==> src/rtl/fcvt_pkg.sv <==
package fcvt_pkg;

  typedef enum logic [1:0] {
    RM_NEAREST = 2'd0,
    RM_ZERO    = 2'd1,
    RM_PLUS    = 2'd2,
    RM_MINUS   = 2'd3
  } rnd_mode_e;

  typedef enum logic [2:0] {
    CLS_NORM,
    CLS_SUB,
    CLS_ZERO,
    CLS_INF,
    CLS_NAN,
    CLS_OVF,
    CLS_UNF
  } num_cls_e;

endpackage

==> src/rtl/fcvt_classify.sv <==
module fcvt_classify
  import fcvt_pkg::*;
#(
  parameter int SRC_EXP = 8,
  parameter int SRC_MAN = 23,
  parameter int DST_EXP = 5,
  parameter int DST_MAN = 10,
  localparam int SRC_W  = 1 + SRC_EXP + SRC_MAN,
  localparam int SIG_W  = SRC_MAN + 1,
  localparam int SHW    = $clog2(SIG_W + 1)
) (
  input  logic [SRC_W-1:0]   word_i,
  output logic               sign_o,
  output num_cls_e           cls_o,
  output logic [SIG_W-1:0]   sig_o,
  output logic [SHW-1:0]     shamt_o,
  output logic [DST_EXP-1:0] exp_o,
  output logic [DST_MAN-1:0] nan_frac_o
);
  localparam int EW       = SRC_EXP + 2;
  localparam int SRC_BIAS = (1 << (SRC_EXP - 1)) - 1;
  localparam int DST_BIAS = (1 << (DST_EXP - 1)) - 1;
  localparam int NSH      = SRC_MAN - DST_MAN;
  localparam logic signed [EW-1:0] E_OVF   = EW'(DST_BIAS + 1);
  localparam logic signed [EW-1:0] E_SUB   = EW'(1 - DST_BIAS);
  localparam logic signed [EW-1:0] E_UNF   = EW'(1 - DST_BIAS - DST_MAN - 1);
  localparam logic signed [EW-1:0] E_SBIAS = EW'(SRC_BIAS);
  localparam logic signed [EW-1:0] E_DBIAS = EW'(DST_BIAS);
  localparam logic signed [EW-1:0] E_NSH   = EW'(NSH);

  logic [SRC_EXP-1:0] exp_f;
  logic [SRC_MAN-1:0] frac_f;
  logic signed [EW-1:0] unb, sub_sh, biased;

  assign {sign_o, exp_f, frac_f} = word_i;
  assign unb    = $signed({2'b00, exp_f}) - E_SBIAS;
  assign sub_sh = E_NSH + E_SUB - unb;
  assign biased = unb + E_DBIAS;

  // quiet bit forced, payload truncated from the top
  assign nan_frac_o = {1'b1, frac_f[SRC_MAN-2 -: DST_MAN-1]};

  always_comb begin
    cls_o   = CLS_NORM;
    sig_o   = {1'b0, frac_f};
    shamt_o = SHW'(NSH);
    exp_o   = DST_EXP'(biased);
    if (&exp_f) begin
      cls_o = (|frac_f) ? CLS_NAN : CLS_INF;
    end else if (exp_f == '0 && frac_f == '0) begin
      cls_o = CLS_ZERO;
    end else if (unb >= E_OVF) begin
      cls_o = CLS_OVF;
    end else if (unb < E_UNF) begin
      cls_o = CLS_UNF;
    end else if (unb < E_SUB) begin
      cls_o   = CLS_SUB;
      sig_o   = {1'b1, frac_f};
      shamt_o = SHW'(sub_sh);
      exp_o   = '0;
    end
  end

endmodule

==> src/rtl/fcvt_round.sv <==
module fcvt_round
  import fcvt_pkg::*;
#(
  parameter int SIG_W  = 24,
  parameter int SHW    = 5,
  parameter int KEEP_W = 11
) (
  input  logic [SIG_W-1:0]  sig_i,
  input  logic [SHW-1:0]    shamt_i,
  input  rnd_mode_e         mode_i,
  input  logic              sign_i,
  output logic [KEEP_W-1:0] mant_o
);
  logic [2*SIG_W-1:0] ext;
  logic [KEEP_W-1:0]  kept;
  logic               guard, sticky, inexact, inc;

  assign ext     = {sig_i, {SIG_W{1'b0}}} >> shamt_i;
  assign kept    = KEEP_W'(ext[2*SIG_W-1:SIG_W]);
  assign guard   = ext[SIG_W-1];
  assign sticky  = |ext[SIG_W-2:0];
  assign inexact = guard | sticky;

  always_comb begin
    case (mode_i)
      RM_NEAREST: inc = guard & (sticky | kept[0]);
      RM_ZERO:    inc = 1'b0;
      RM_PLUS:    inc = inexact & ~sign_i;
      RM_MINUS:   inc = inexact & sign_i;
      default:    inc = 1'b0;
    endcase
  end

  assign mant_o = kept + KEEP_W'(inc);

endmodule

==> src/rtl/fcvt_special.sv <==
module fcvt_special
  import fcvt_pkg::*;
#(
  parameter int DST_EXP = 5,
  parameter int DST_MAN = 10,
  localparam int DST_W  = 1 + DST_EXP + DST_MAN
) (
  input  num_cls_e           cls_i,
  input  logic               sign_i,
  input  rnd_mode_e          mode_i,
  input  logic [DST_MAN-1:0] nan_frac_i,
  output logic [DST_W-1:0]   word_o
);
  localparam logic [DST_EXP-1:0] EXP_TOP = {{(DST_EXP-1){1'b1}}, 1'b0};

  logic to_max, to_tiny;

  assign to_max  = (mode_i == RM_ZERO) | (mode_i == RM_PLUS & sign_i) |
                   (mode_i == RM_MINUS & ~sign_i);
  assign to_tiny = (mode_i == RM_PLUS & ~sign_i) | (mode_i == RM_MINUS & sign_i);

  always_comb begin
    case (cls_i)
      CLS_NAN: word_o = {sign_i, {DST_EXP{1'b1}}, nan_frac_i};
      CLS_INF: word_o = {sign_i, {DST_EXP{1'b1}}, {DST_MAN{1'b0}}};
      CLS_OVF: word_o = to_max ? {sign_i, EXP_TOP, {DST_MAN{1'b1}}}
                               : {sign_i, {DST_EXP{1'b1}}, {DST_MAN{1'b0}}};
      CLS_UNF: word_o = {sign_i, {DST_EXP{1'b0}}, DST_MAN'(to_tiny)};
      default: word_o = {sign_i, {(DST_W-1){1'b0}}};
    endcase
  end

endmodule

==> src/rtl/fp32_to_fp16_conv.sv <==
module fp32_to_fp16_conv
  import fcvt_pkg::*;
#(
  parameter int SRC_EXP = 8,
  parameter int SRC_MAN = 23,
  parameter int DST_EXP = 5,
  parameter int DST_MAN = 10,
  localparam int SRC_W  = 1 + SRC_EXP + SRC_MAN,
  localparam int DST_W  = 1 + DST_EXP + DST_MAN
) (
  input  logic             clk_i,
  input  logic             rst_ni,
  input  logic             in_valid_i,
  input  logic [SRC_W-1:0] in_word_i,
  input  logic [1:0]       rnd_mode_i,
  output logic             out_valid_o,
  output logic [DST_W-1:0] out_word_o
);
  localparam int SIG_W  = SRC_MAN + 1;
  localparam int KEEP_W = DST_MAN + 1;
  localparam int SHW    = $clog2(SIG_W + 1);

  rnd_mode_e          mode;
  logic               sign;
  num_cls_e           cls;
  logic [SIG_W-1:0]   sig;
  logic [SHW-1:0]     shamt;
  logic [DST_EXP-1:0] exp_c, exp_n;
  logic [DST_MAN-1:0] nan_frac, frac_n;
  logic [KEEP_W-1:0]  mant_r;
  logic [DST_W-1:0]   special, result;

  assign mode = rnd_mode_e'(rnd_mode_i);

  fcvt_classify #(
    .SRC_EXP(SRC_EXP), .SRC_MAN(SRC_MAN), .DST_EXP(DST_EXP), .DST_MAN(DST_MAN)
  ) u_cls (
    .word_i    (in_word_i),
    .sign_o    (sign),
    .cls_o     (cls),
    .sig_o     (sig),
    .shamt_o   (shamt),
    .exp_o     (exp_c),
    .nan_frac_o(nan_frac)
  );

  fcvt_round #(
    .SIG_W(SIG_W), .SHW(SHW), .KEEP_W(KEEP_W)
  ) u_rnd (
    .sig_i  (sig),
    .shamt_i(shamt),
    .mode_i (mode),
    .sign_i (sign),
    .mant_o (mant_r)
  );

  fcvt_special #(
    .DST_EXP(DST_EXP), .DST_MAN(DST_MAN)
  ) u_spc (
    .cls_i     (cls),
    .sign_i    (sign),
    .mode_i    (mode),
    .nan_frac_i(nan_frac),
    .word_o    (special)
  );

  // rounding carry spills into the exponent
  always_comb begin
    if (mant_r[KEEP_W-1]) begin
      exp_n  = exp_c + DST_EXP'(1);
      frac_n = '0;
    end else begin
      exp_n  = exp_c;
      frac_n = mant_r[DST_MAN-1:0];
    end
  end

  assign result = (cls == CLS_NORM || cls == CLS_SUB) ? {sign, exp_n, frac_n} : special;

  always_ff @(posedge clk_i or negedge rst_ni) begin
    if (!rst_ni) begin
      out_valid_o <= 1'b0;
      out_word_o  <= '0;
    end else begin
      out_valid_o <= in_valid_i;
      if (in_valid_i) out_word_o <= result;
    end
  end

endmodule

==> config.mk <==
export PLATFORM = sky130hd
export DESIGN_NAME = fp32_to_fp16_conv
export DESIGN_NICKNAME = d
export VERILOG_FILES = /design/src/rtl/fcvt_pkg.sv /design/src/rtl/fcvt_classify.sv /design/src/rtl/fcvt_round.sv /design/src/rtl/fcvt_special.sv /design/src/rtl/fp32_to_fp16_conv.sv
export SDC_FILE = /design/constraint.sdc
export NUM_CORES = 1
export LEC_CHECK = 0
export BUFFER_PORTS_ARGS = -buffer_cell sky130_fd_sc_hd__buf_2
export CORE_UTILIZATION = 45
export CTS_CLUSTER_SIZE = 8
export DETAILED_ROUTE_END_ITERATION = 8
export SYNTH_ARGS = -nofsm -noshare
export SYNTH_HDL_FRONTEND = slang
export SYNTH_HIERARCHICAL = 1
export SYNTH_SLANG_ARGS = --single-unit
export TNS_END_PERCENT = 100
==> constraint.sdc <==
create_clock -name clk_i -period 1 [get_ports clk_i]
set_input_delay 0.15 -clock clk_i [delete_from_list [all_inputs] [get_ports clk_i]]
set_output_delay 0.15 -clock clk_i [all_outputs]
set_load 0.05 [all_outputs]
Word level (Yosys, flattened, before mapping) --
Index checks and enable logic that the tools add are counted.
Operators by class: shift-type cells 1, muxes and demuxes 27, eq/ne operators 8, bitwise gates (word level) 13, reductions and logical operators 9, add/sub/neg operators 5, magnitude comparators 3
Operators with widths (number):
- two-way mux 24 bit | 5
- one-hot mux 15 bit (4 select lines) | 1
- two-way mux 5 bit | 11
- right shift 48 x 5 -> 35 bit | 1
- OR reduction 23 bit | 2
- logical NOT 23 bit | 1
- two-way mux 15 bit | 1
- two-way mux 3 bit | 5
- adder 11 x 1 -> 11 bit | 1
- two-way mux 11 bit | 1
- two-way mux 10 bit | 1
- equality test 3 bit (second input constant) | 3
- >= comparator 9 x 6 -> 1 bit (second input constant) | 1
- less-than comparator 9 x 5 -> 1 bit (second input constant) | 1
- less-than comparator 9 x 6 -> 1 bit (second input constant) | 1
- subtractor 8 x 7 -> 9 bit (second input constant) | 1
- logical NOT 8 bit | 1
- AND reduction 8 bit | 1
- bitwise AND 1 bit | 7
- adder 5 x 1 -> 5 bit (second input constant) | 1
- adder 5 bit (second input constant) | 1
- bitwise OR 1 bit | 5
- subtractor 1 x 5 -> 5 bit (first input constant) | 1
- equality test 2 bit (second input constant) | 2
- other kinds (10) | 10
Storage, ports and cells: word-level logic and storage cells 68, register bits 17, output and inout bits 17, input bits 37

Longest topological paths before layout --
Gate-level depths: netlist (run 1).
depth in word-level cells 15, depth in mapped cells 30, mapped depth without buffers 23

Cells and area by module --
Netlist (run 1), hierarchy kept.
Modules (own cells, without submodules):
- fcvt_round | sequential area each 0.0 sq um, times used 1, cells each 233, area an instance 1879.3 sq um
- fcvt_classify | sequential area each 0.0 sq um, times used 1, cells each 134, area an instance 904.6 sq um
- fp32_to_fp16_conv | sequential area each 425.4 sq um, times used 1, cells each 102, area an instance 892.1 sq um
- fcvt_special | sequential area each 0.0 sq um, times used 1, cells each 29, area an instance 225.2 sq um

Worst setup path before layout (run 1) --
Ideal clock, no wire load.
path type input to register, start input in_word_i[23], end register out_word_o[14], required time 0.929 ns, path buffers 4, library setup time 0.071 ns, path slack -4.335 ns, data arrival time 5.264 ns, stages 26, cells stage by stage buf_4 -> inv_1 -> ha_1 -> buf_6 -> nand3b_1 -> a31o_1 -> a311oi_2 -> nand4_1 -> nand2b_1 -> buf_6 -> buf_12 -> mux4_2 -> mux4_2 -> a211o_1 -> nand4b_1 -> a211oi_1 -> o32ai_1 -> and3_1 -> ha_1 -> ha_1 -> and3_1 -> nand4_1 -> xnor2_1 -> nand4_1 -> or4_1 -> nand4_1
On the way: longest elaborated chain between the ends 15, elaborated cells on any way between the ends 49, those cells by class add/sub (5); order compare (3); eq/ne (5); shift (1); mux (24); bitwise (5); reduce/logical (6)
RTL lines:
- start, declared | line fp32_to_fp16_conv.sv:14 | input logic [SRC_W-1:0] in_word_i,
- subtractor 8 x 7 -> 9 bit | line fcvt_classify.sv:36 | assign unb = $signed({2'b00, exp_f}) - E_SBIAS;
- less-than comparator 9 x 5 -> 1 bit / subtractor 1 x 5 -> 5 bit (equally long branches) | line fcvt_classify.sv:56, fcvt_classify.sv:37
- two-way mux 5 bit | line fcvt_classify.sv:56 | end else if (unb < E_SUB) begin
- two-way mux 5 bit | line fcvt_classify.sv:54 | end else if (unb < E_UNF) begin
- two-way mux 5 bit | line fcvt_classify.sv:52 | end else if (unb >= E_OVF) begin
- two-way mux 5 bit | line fcvt_classify.sv:50 | end else if (exp_f == '0 && frac_f == '0) begin
- two-way mux 5 bit (*) | line fcvt_classify.sv:48 | if (&exp_f) begin
- named net shamt[0] | line fp32_to_fp16_conv.sv:27 | logic [SHW-1:0] shamt;
- right shift 48 x 5 -> 35 bit (*) | line fcvt_round.sv:18 | assign ext = {sig_i, {SIG_W{1'b0}}} >> shamt_i;
- OR reduction 23 bit | line fcvt_round.sv:21 | assign sticky = |ext[SIG_W-2:0];
- bitwise OR 1 bit (on tied branches) | line fcvt_round.sv:22, fcvt_round.sv:26
- bitwise AND 1 bit (on tied branches) | line fcvt_round.sv:29, fcvt_round.sv:26, fcvt_round.sv:28
- one-hot mux 1 bit (4 select lines) | line fcvt_round.sv:25 | case (mode_i)
- adder 11 x 1 -> 11 bit (*) | line fcvt_round.sv:34 | assign mant_o = kept + KEEP_W'(inc);
- named net mant_r[10] | line fp32_to_fp16_conv.sv:30 | logic [KEEP_W-1:0] mant_r;
- two-way mux 5 bit (*) | line fp32_to_fp16_conv.sv:69 | if (mant_r[KEEP_W-1]) begin
- two-way mux 15 bit (*) | line fp32_to_fp16_conv.sv:78 | assign result = (cls == CLS_NORM || cls == CLS_SUB) ? {sign, exp_n, frac_n} : special;
- end signal, assigned | line fp32_to_fp16_conv.sv:86 | if (in_valid_i) out_word_o <= result;
- end, declared | line fp32_to_fp16_conv.sv:17 | output logic [DST_W-1:0] out_word_o
The timed path passes the listed nets; every way through them passes the cells marked *. A chain may end at the register's enable or synchronous reset.

Worst setup path in the final report (run 1) --
start input in_word_i[24], end register out_word_o[13]
The elaborated chain is that of the path after synthesis.

==> results.py, run 1 <==
metrics = {
    "floorplan": {
        "rows": 33,
        "die_y_um": 95.11,
        "coreArea_sq_mm": 0.008299,
        "io_pins": 54,
        "fp.dieW_um": 95.11,
        "die_area_sq_mm": 0.009046,
        "start_util": 0.4701,
    },
    "placed_design": {
        "port_buffers": 53,
        "place_hpwl_um": 10360,
        "place_congestion": 0.9206,
    },
    "power": {
        "p_comb_frac": 0.653,
        "swShare": 0.4247,
        "p_sw_mw": 1.649,
        "power_density_mw_per_mm2": 681.4,
        "p_leak_nw": 2.563,
        "pwr-share-seq": 0.215,
        "peakVddDrop_mv": 0.4490,
        "p_int_mw": 2.234,
        "power_frac_clock": 0.132,
    },
    "logic_synthesis": {
        "synthCells": 498,
        "seq_area_frac_synth": 0.1090,
        "ys_warn_count": 6,
        "syn-num-nets": 540,
        "syn_area_sq_mm": 0.003901,
        "ys_types": 75,
        "synth_edf_count": 0,
        "syn_area_per_cell_sq_um": 7.834,
        "async_flop_share": 1.000,
        "dominantRegCellSynth": "dfrtp_1",
        "synth_seq_cells": 17,
    },
    "drt": {
        "dr.first_iter.drc_count": 278,
        "firstDrtPassIters": 5,
        "drc_errors": 0,
        "drt.antenna.violating_nets": 0,
        "vias": 4494,
        "wl_per_cell_um": 18.06,
        "routed_wl_um": 13560,
        "vias_per_cell": 5.984,
    },
    "sta": {
        "finalCriticalPeriod_ns": 5.014,
        "slew-limit-headroom": 0.5387,
        "fin_ws_ns": -4.014,
        "period_share": 5.014,
        "rsz0062_at_grt": "yes",
        "worst_hold_slack_ns": 0.2309,
        "fmax_mhz": 199.4,
        "slew_violations": 0,
        "hold_violations": 0,
        "worst_clock_skew_ns": 0,
        "setup_viol_count_final": 16,
        "setup_tns_ns": -59.27,
        "tightest_slew_ns": 0.6894,
    },
    "hold_path": {
        "hold_class": "in -> reg",
        "holdPathStages": 3,
        "hold-path-endpoint": "out_word_o[15]",
        "hold_path_startpoint": "in_word_i[31]",
    },
    "global_routing": {
        "grt_pass1_vias": 4183,
        "globalRouteTotalUtil": 0.2936,
        "grt.overflow.total": 0,
        "grt_max_degree": 24,
        "antenna_found_initial": 0,
        "grt_first_pass_wirelength_um": 21050,
    },
    "job": {
        "cap_violations": 0,
    },
    "setup_path": {
        "critPathMostFrequentCell": "nand4_1",
        "path_class": "in -> reg",
        "cpPeakStageDelay_ns": 0.54,
        "r2r_cells": 3,
        "r2r_slack_ns": 0.17,
        "slowest_stage": "or4_1",
        "critPathMaxFanout": 18,
        "cp-end-kind": "flip-flop",
        "start_kind": "primary input",
        "r2r_end": "out_word_o[12]",
        "worstPathRequired_ns": 1.19,
        "reg2reg_from": "out_word_o[12]",
        "critPathArrivalTime_ns": 5.21,
        "cp-startpoint": "in_word_i[24]",
    },
    "final_layout": {
        "areaGrowthSynthToFinish_pct": 46.09,
        "drive_gt1_frac": 0.5093,
        "diodes": 0,
        "nets": 689,
        "n_fill_cell": 654,
    },
    "clock_network": {
        "h-tree-depth": 1,
        "cts_buffers": 3,
        "clk_pin_slew_ns": 0.07,
        "clock_latency_ns": 0.24,
        "root_buffer": "clkbuf_8",
        "clock-sinks": 17,
        "cts_tree": "yes",
        "clockBufferDepth": 2,
    },
    "outcome": {
        "status": "finished, violations left",
        "violations": "negative setup slack",
    },
}
area by class of cell:
type,instances,area [sq um],share of cell area
repair buffers,220,1729,0.3034
flip-flops and latches,17,425.4,0.07464
well taps,105,131.4,0.02305
clock buffers,3,41.29,0.007245
clock inverters,1,5.005,0.0008782
inverters,16,70.07,0.01229
multi-input cells,389,3297,0.5785
timing repair:
action / 4_1_cts / 5_1_grt
setup buffers: 9 / 5
resized for setup: 59 / 55
hold buffers: 1 / 0
endpoints found under the setup margin: 32 / 25
pin swaps: 26 / 18
endpoints found under the hold margin: 17 / 0
cloned: 2 / 0
worst max-delay path by stage:
stage                                end  slack (ns)
after CTS                 out_word_o[13]       -3.82
final                     out_word_o[13]       -4.01
after floorplan           out_word_o[13]       -3.96
after detailed placement  out_word_o[13]       -4.33
after global routing      out_word_o[13]       -4.23
after global placement    out_word_o[13]       -4.29
worst max-delay path, delay by kind of cell:
kind            cells  cell delay [ns]
fa+ha+maj           3             0.59
buf+inv             3             0.28
compound gates      7             1.21
mux                 1             0.26
simple gates       10             2.49
xor+xnor            1             0.22
per-stage QoR:
step | cell area, sq um | util | instances | setup WS, ns | total power [mW]
floorplan | 4009 | - | 498 | -3.961 | 2.226
global placement | 5057 | 0.6094 | 730 | -4.285 | 2.941
detailed placement | 5057 | 0.6094 | 730 | -4.334 | 2.977
CTS | 5423 | 0.6534 | 746 | -3.823 | 3.679
global route | 5699 | 0.6867 | 751 | -4.227 | 4.093
finish | 5699 | 0.6867 | 751 | -4.014 | 3.883
placed cells by master (no fill, tap or decap), types with 9 or more instances in the layout:
master   count
nand2_1     33
nand4_1     12
a21oi_1     17
a21oi_2     15
nor4_1      11
nor2_1      37
buf_4      159
dfrtp_1     17
nand3_1     13
nor3_1      13
buf_6       16
a21o_2       9
mux2i_1     14
o21ai_0     19
mux4_2      19
nor4b_4      9
buf_2       34
mux2_2      10
inv_1       10
power by group through the flow:
stage	logic [mW]	clock network (mW)	registers, mW
5_1_grt	2.70	0.552	0.846
4_1_cts	2.33	0.518	0.828
3_5_place_dp	2.14	0	0.834
6_report	2.54	0.511	0.837
3_3_place_gp	2.11	0	0.828
2_1_floorplan	1.07	0	1.15
registers in the layout (all words and copies together) (netlist names):
register and flops:
out_word_o 16, out_valid_o 1
kinds of logic after synthesis:
logic type,after synthesis,synth area share
simple gates,196,0.2729
compound gates,121,0.2165
buf+inv,93,0.1437
mux,47,0.2004
xor+xnor,18,0.04041
flops,17,0.1090
fa+ha+maj,5,0.01604
other cells,1,0.0009612
cell usage after synthesis, drive strengths merged, types with 4 or more instances:
cell type	instances	area, sq um
buf	61	440.4
nor2	42	160.2
nand2	34	127.6
a21oi	32	167.7
o21ai	23	115.1
mux4	22	518.0
dfrtp	17	425.4
clkbuf	16	60.06
inv	15	56.30
mux2i	14	140.1
nand3	13	65.06
nor3	13	65.06
nand4	12	75.07
a21o	11	93.84
mux2	11	123.9
nor4	11	68.82
a211oi	10	87.58
and2	10	65.06
nand2b	10	62.56
nor4b	10	87.58
xnor2	9	78.83
xor2	9	78.83
nor2b	8	50.05
a31oi	6	37.54
and3	6	38.79
or3	6	37.54
ha	5	62.56
nor3b	5	37.54
a22oi	4	30.03
nand3b	4	30.03
o31ai	4	30.03
routing by layer:
metal | share of wire | vias to the layer above | GRT usage
met5 | 0 | - | 0
met4 | 0.022 | 0 | 0.07071
met3 | 0.042 | 24 | 0.02153
met2 | 0.51 | 176 | 0.5155
met1 | 0.43 | 2159 | 0.3881
li1 | - | 2135 | -
No activity file was read; power rests on OpenSTA's default activity.
==> run 2, diff against run 1 <==
--- a/config.mk
+++ b/config.mk
@@ -6,6 +6,7 @@
 export NUM_CORES = 1
 export LEC_CHECK = 0
 export BUFFER_PORTS_ARGS = -buffer_cell sky130_fd_sc_hd__buf_2
+export CORE_MARGIN = 5
 export CORE_UTILIZATION = 45
 export CTS_CLUSTER_SIZE = 8
 export DETAILED_ROUTE_END_ITERATION = 8
==> constraint.sdc (replaced) <==
create_clock -name clk_i -period 1 [get_ports clk_i]
set_input_delay 0.2 -clock clk_i [delete_from_list [all_inputs] [get_ports clk_i]]
set_output_delay 0.2 -clock clk_i [all_outputs]
set_load 0.05 [all_outputs]
==> results.py, run 2 (synthesis results as in run 1) <==
metrics = {
    "outcome": {
        "status": "finished, violations left",
        "violations": "negative setup slack",
    },
    "setup_path": {
        "cp-end-kind": "flip-flop",
        "start_kind": "primary input",
        "critPathMaxFanout": 7,
        "worstPathRequired_ns": 1.15,
        "critPathArrivalTime_ns": 5.16,
        "path_class": "in -> reg",
    },
    "placed_design": {
        "place_hpwl_um": 10370,
        "place_area_sq_mm": 0.005184,
        "port_buffers": 53,
        "place_congestion": 0.9320,
        "dp_slack_ns": -4.429,
    },
    "global_routing": {
        "grt.overflow.total": 0,
        "grt_max_degree": 23,
        "antenna_found_initial": 0,
        "grt_first_pass_wirelength_um": 22010,
        "grt_pass1_vias": 4649,
        "globalRouteTotalUtil": 0.2563,
    },
    "sta": {
        "finalCriticalPeriod_ns": 5.010,
        "tightest_slew_ns": 0.5046,
        "rsz0062_at_grt": "yes",
        "period_share": 5.010,
        "worst_hold_slack_ns": 0.2695,
        "fmax_mhz": 199.6,
        "fin_ws_ns": -4.010,
        "setup_viol_count_final": 28,
        "hold_violations": 0,
        "slew_violations": 0,
        "worst_clock_skew_ns": 0,
        "slew-limit-headroom": 0.6625,
    },
    "clock_network": {
        "h-tree-depth": 1,
        "clock_latency_ns": 0.26,
        "cts_buffers": 3,
        "cts_tree": "yes",
        "clockBufferDepth": 2,
        "root_buffer": "clkbuf_8",
        "clock-sinks": 17,
        "clk_pin_slew_ns": 0.07,
    },
    "floorplan": {
        "start_util": 0.4540,
        "coreArea_sq_mm": 0.008593,
        "die_y_um": 103.1,
        "rows": 34,
        "io_pins": 54,
        "fp.dieW_um": 103.1,
        "die_area_sq_mm": 0.01063,
    },
    "final_layout": {
        "layout_commonest_cell": "buf_4",
        "nets": 717,
        "areaGrowthSynthToFinish_pct": 54.33,
        "drive_gt1_frac": 0.5312,
        "final_cell_mix": "buf_4 (179), nor2_1 (38), nand2_1 (33), buf_2 (33), a21oi_1 (23)",
        "top_regs": "out_word_o: 16 flops, out_valid_o: 1 flops",
        "diodes": 0,
        "largest_register": "out_word_o",
        "design_area_sq_mm": 0.006021,
        "largest_reg_flops": 16,
    },
    "power": {
        "power_density_mw_per_mm2": 679.6,
        "peakVddDrop_mv": 0.7893,
        "p_leak_nw": 2.731,
    },
    "hold_path": {
        "hold_class": "in -> reg",
    },
    "drt": {
        "drt.antenna.violating_nets": 0,
        "routed_wl_um": 14320,
        "vias": 4706,
        "vias_per_cell": 6.018,
        "drc_errors": 0,
        "firstDrtPassIters": 5,
        "wl_per_cell_um": 18.31,
        "dr.first_iter.drc_count": 413,
    },
    "job": {
        "cap_violations": 0,
    },
}
==> run 2: cell count changes in the layout (fill, tap and decap cells not counted), sizes merged <==
| cell | before | now |
|---|---|---|
| buf | 219 | 245 |
| clkbuf | 3 | 5 |
| bufbuf | 0 | 1 |
| clkinv | 2 | 1 |
==> run 2: report_power, final <==
part	switching [mW]	leakage [nW]	internal (mW)
clock	0.247	0.0228	0.283
combinational	1.39	2.50	1.32
sequential	0.0693	0.204	0.777
==> run 2: worst paths after layout <==
| path | endpoint | cells after the start | from | slack [ns] |
|---|---|---|---|---|
| min in group asynchronous | out_word_o[9] | 2 | rst_ni | 0.40 |
| hold reg to reg | out_word_o[13] | 2 | out_word_o[13] | 0.53 |
| max in group asynchronous | out_word_o[15] | 2 | rst_ni | 0.29 |
| hold / removal | out_valid_o | 2 | in_valid_i | 0.27 |
| setup reg to reg | out_word_o[5] | 3 | out_word_o[5] | 0.07 |
| setup / recovery | out_word_o[5] | 24 | in_word_i[24] | -4.01 |
==> run 2: final cells by class <==
| cell class | count | area (sq um) |
|---|---|---|
| clock buffer | 4 | 45.04 |
| fill | 638 | 2572 |
| inverter | 16 | 70.07 |
| multi-input combinational | 389 | 3303 |
| sequential | 17 | 425.4 |
| tap | 108 | 135.1 |
| timing repair buffer | 248 | 2042 |
==> run 2: what timing repair did <==
action | CTS | global route
endpoints found under the hold margin | 17 | 0
endpoints found under the setup margin | 33 | 32
buffers inserted | 13 | 15
hold buffers | 1 | 0
pin swaps | 14 | 28
cloned | 2 | 1
resized for setup | 76 | 50
==> run 2: critical path, cell delays in order <==
cell and delay, ns:
buf_8 0.09, inv_4 0.03, ha_4 0.25, nand3b_1 0.15
a31o_1 0.19, a311oi_2 0.19, nand4_1 0.24, nand2b_4 0.29
mux4_2 0.46, mux4_2 0.52, a211o_1 0.27, nand4b_1 0.22
a211oi_2 0.22, o32ai_2 0.11, and3_1 0.18, ha_2 0.19
ha_4 0.16, and3_4 0.14, nand4_1 0.11, xnor2_2 0.15
buf_4 0.19, nor4b_2 0.28, a21oi_1 0.07, a21oi_1 0.25
==> run 2: routing by layer <==
layer	part of all wire	vias up	global-route usage
met5	0	-	0
met4	0.035	0	0.06972
met3	0.066	46	0.03992
met2	0.52	218	0.4603
met1	0.38	2249	0.3172
li1	-	2193	-
==> run 2: metrics by stage <==
step           TNS [ns]  cells  total power [mW]    util
4_1_cts          -58.05    766             3.791  0.6603
2_1_floorplan    -59.28    498             2.226       -
6_report         -60.20    782             4.092  0.7006
3_3_place_gp     -64.29    746             2.981  0.6032
5_1_grt          -63.32    782             4.306  0.7006
3_5_place_dp     -66.60    746             3.010  0.6032
==> run 3, diff against run 2 <==
--- a/config.mk
+++ b/config.mk
@@ -10,8 +10,8 @@
 export CORE_UTILIZATION = 45
 export CTS_CLUSTER_SIZE = 8
 export DETAILED_ROUTE_END_ITERATION = 8
+export PLACE_DENSITY = 0.65
 export SYNTH_ARGS = -nofsm -noshare
 export SYNTH_HDL_FRONTEND = slang
-export SYNTH_HIERARCHICAL = 1
 export SYNTH_SLANG_ARGS = --single-unit
 export TNS_END_PERCENT = 100
==> constraint.sdc (replaced) <==
create_clock -name clk_i -period 1 [get_ports clk_i]
set_input_delay 0.2 -clock clk_i [delete_from_list [all_inputs] [get_ports clk_i]]
set_output_delay 0.2 -clock clk_i [all_outputs]
set_load 0.01 [all_outputs]
==> results.py, run 3 <==
metrics = {
    "final_layout": {
        "drive_gt1_frac": 0.4850,
        "largest_register": "out_word_o",
        "largest_reg_flops": 16,
        "diodes": 0,
        "top_regs": "out_word_o: 16 flops, out_valid_o: 1 flops",
        "fin_cells": 871,
        "layout_commonest_cell": "buf_4",
        "n_fill_cell": 568,
        "final_cell_mix": "buf_4 (215), nor2_1 (67), buf_2 (50)",
        "utilization": 0.7901,
        "areaGrowthSynthToFinish_pct": 69.36,
        "nets": 813,
    },
    "power": {
        "p_comb_frac": 0.712,
        "pwr-share-seq": 0.177,
        "power_density_mw_per_mm2": 757.1,
        "p_int_mw": 2.595,
        "peakVddDrop_mv": 0.4738,
        "p_sw_mw": 2.075,
        "power_frac_clock": 0.111,
        "p_leak_nw": 2.705,
        "fin_total_pwr_mw": 4.670,
        "swShare": 0.4443,
    },
    "floorplan": {
        "io_pins": 54,
        "die_area_sq_mm": 0.009993,
        "rows": 32,
        "die_y_um": 99.97,
        "coreArea_sq_mm": 0.007807,
        "start_util": 0.4665,
        "fp.dieW_um": 99.97,
    },
    "clock_network": {
        "h-tree-depth": 1,
        "clk_pin_slew_ns": 0.07,
        "clock-sinks": 17,
        "root_buffer": "clkbuf_8",
        "cts_buffers": 3,
        "cts_tree": "yes",
        "clock_latency_ns": 0.25,
        "clockBufferDepth": 2,
    },
    "logic_synthesis": {
        "yosysTopAreaCell": "dfrtp_1",
        "ys_warn_count": 0,
        "yosys.cell_count.top_type": "nor2_1",
        "dominantRegCellSynth": "dfrtp_1",
        "synth_edf_count": 0,
        "synth_seq_cells": 17,
        "synthTopCellsByCount": "nor2_1 (67), nand2_1 (44), o21ai_0 (39), a21oi_1 (35)",
        "syn_area_per_cell_sq_um": 6.846,
        "syn-num-nets": 575,
        "synth.area.top_cells": "dfrtp_1 (12%), nor2_1 (6.9%), o21ai_0 (5.4%)",
        "async_flop_share": 1.000,
        "synthCells": 532,
        "syn_area_sq_mm": 0.003642,
        "ys_types": 77,
        "synth.top_cell.area_share": 0.1168,
        "seq_area_frac_synth": 0.1168,
    },
    "sta": {
        "fin_ws_ns": -3.190,
        "hold_violations": 0,
        "rsz0062_at_grt": "yes",
        "fmax_mhz": 238.6,
        "slew_violations": 0,
        "period_share": 4.190,
        "finalCriticalPeriod_ns": 4.190,
        "slew-limit-headroom": 0.5799,
        "setup_viol_count_final": 17,
        "tightest_slew_ns": 0.6249,
        "worst_clock_skew_ns": 0,
    },
    "drt": {
        "firstDrtPassIters": 7,
        "drt.antenna.violating_nets": 0,
        "dr.first_iter.drc_count": 751,
        "vias": 5671,
        "vias_per_cell": 6.511,
        "wl_per_cell_um": 21.09,
        "drc_errors": 0,
        "routed_wl_um": 18370,
    },
    "setup_path": {
        "cp-end-kind": "flip-flop",
        "slowest_stage": "a2111oi_4",
        "critPathMaxFanout": 6,
        "cp_cell_sequence": "buf_12, clkinv_8, ha_4, nor4_4, nor3b_4, a21o_4, buf_6, o31a_1, a41o_1, nor3_2, nand4_1, a2111oi_4, nand3_2, a21oi_2, o22ai_2, ha_2, nor2b_4, buf_6, nand3_2, xnor2_1, a221oi_2, nor2_1",
        "cpPeakStageDelay_ns": 0.45,
        "path_buf_inv": 4,
        "r2r_slack_ns": -0.02,
        "start_kind": "primary input",
        "cp_top_family": "compound AO/OA/AOI/OAI gates",
        "critPathArrivalTime_ns": 4.33,
        "path_class": "in -> reg",
        "worstPathRequired_ns": 1.13,
    },
    "placed_design": {
        "dp_slack_ns": -3.703,
        "dp.cells": 836,
        "place_congestion": 1.098,
        "place_hpwl_um": 13630,
        "port_buffers": 53,
    },
    "global_routing": {
        "grt_max_degree": 38,
        "grt_pass1_vias": 5447,
        "globalRouteTotalUtil": 0.3539,
        "antenna_found_initial": 0,
        "grt.overflow.total": 0,
        "grt_first_pass_wirelength_um": 28350,
    },
    "outcome": {
        "violations": "negative setup slack",
        "status": "finished, violations left",
    },
    "hold_path": {
        "hold_class": "in -> reg",
    },
    "job": {
        "cap_violations": 0,
    },
}
run 3: changes by cell type after synthesis, sizes merged, moves of 7 or more:
cell / before / now
nand3: 13 / 22
a221oi: 2 / 11
nand2: 34 / 45
a21o: 11 / 2
nor2: 42 / 67
buf: 61 / 29
nand2b: 10 / 2
nor4b: 10 / 1
mux4: 22 / 1
a41oi: 0 / 7
o211ai: 0 / 8
nor4: 11 / 19
o21ai: 23 / 45
run 3: final cells by class:
type | instances | area (sq um) | area share
multi-input cells | 455 | 3411 | 0.5529
repair buffers | 283 | 2110 | 0.3420
flip-flops and latches | 17 | 425.4 | 0.06897
well taps | 102 | 127.6 | 0.02069
inverters | 10 | 50.05 | 0.008114
clock buffers | 4 | 45.04 | 0.007302
run 3: cells by family after synthesis:
kind of cell	count (synthesis)	share of synthesized area
DFF	17	0.1168
xor gates and xnor gates	19	0.04569
adders and majority gates	6	0.02061
buffers and inverters	61	0.08210
AOI/OAI and AO/OA	191	0.3652
muxes	19	0.05771
and+or+nand+nor	219	0.3119
run 3: worst paths after layout:
path / start / to / depth (start not counted)
min in group asynchronous: rst_ni / out_word_o[9] / 2
hold reg to reg: out_word_o[1] / out_word_o[1] / 2
max in group asynchronous: rst_ni / out_word_o[4] / 2
hold / removal: in_valid_i / out_valid_o / 2
setup reg to reg: out_word_o[12] / out_word_o[12] / 4
setup / recovery: in_word_i[23] / out_word_o[6] / 22
run 3: power by group through the flow:
stage | Clock, mW | Combinational (mW) | Sequential (mW)
2_1_floorplan | 0 | 1.45 | 0.875
3_3_place_gp | 0 | 2.75 | 0.827
3_5_place_dp | 0 | 2.80 | 0.831
4_1_cts | 0.521 | 3.05 | 0.821
5_1_grt | 0.565 | 3.51 | 0.835
6_report | 0.518 | 3.33 | 0.825
run 3: per-layer routing:
| metal | vias up | track usage | routed length [um] |
|---|---|---|---|
| li1 | 2530 | - | - |
| met1 | 2653 | 0.4736 | 6997 |
| met2 | 410 | 0.5577 | 8193 |
| met3 | 78 | 0.07783 | 2330 |
| met4 | 0 | 0.1282 | 845 |
| met5 | - | 0 | 0 |
run 3: through the flow:
step                setup TNS [ns]  cell area, sq um  hold WS, ns
detailed placement          -54.39              5431       0.1414
global placement            -52.78              5431       0.1261
global route                -49.04              6168       0.2925
CTS                         -44.65              5932       0.2744
floorplan                   -53.20              3817     -0.09559
finish                      -46.71              6168       0.2851
run 3: what timing repair did:
action / CTS / global route
resized for setup: 68 / 23
cloned: 1 / 0
hold buffers: 1 / 0
pin swaps: 48 / 7
hold endpoints to repair: 17 / 0
buffers inserted: 14 / 15
setup endpoints to repair: 15 / 24
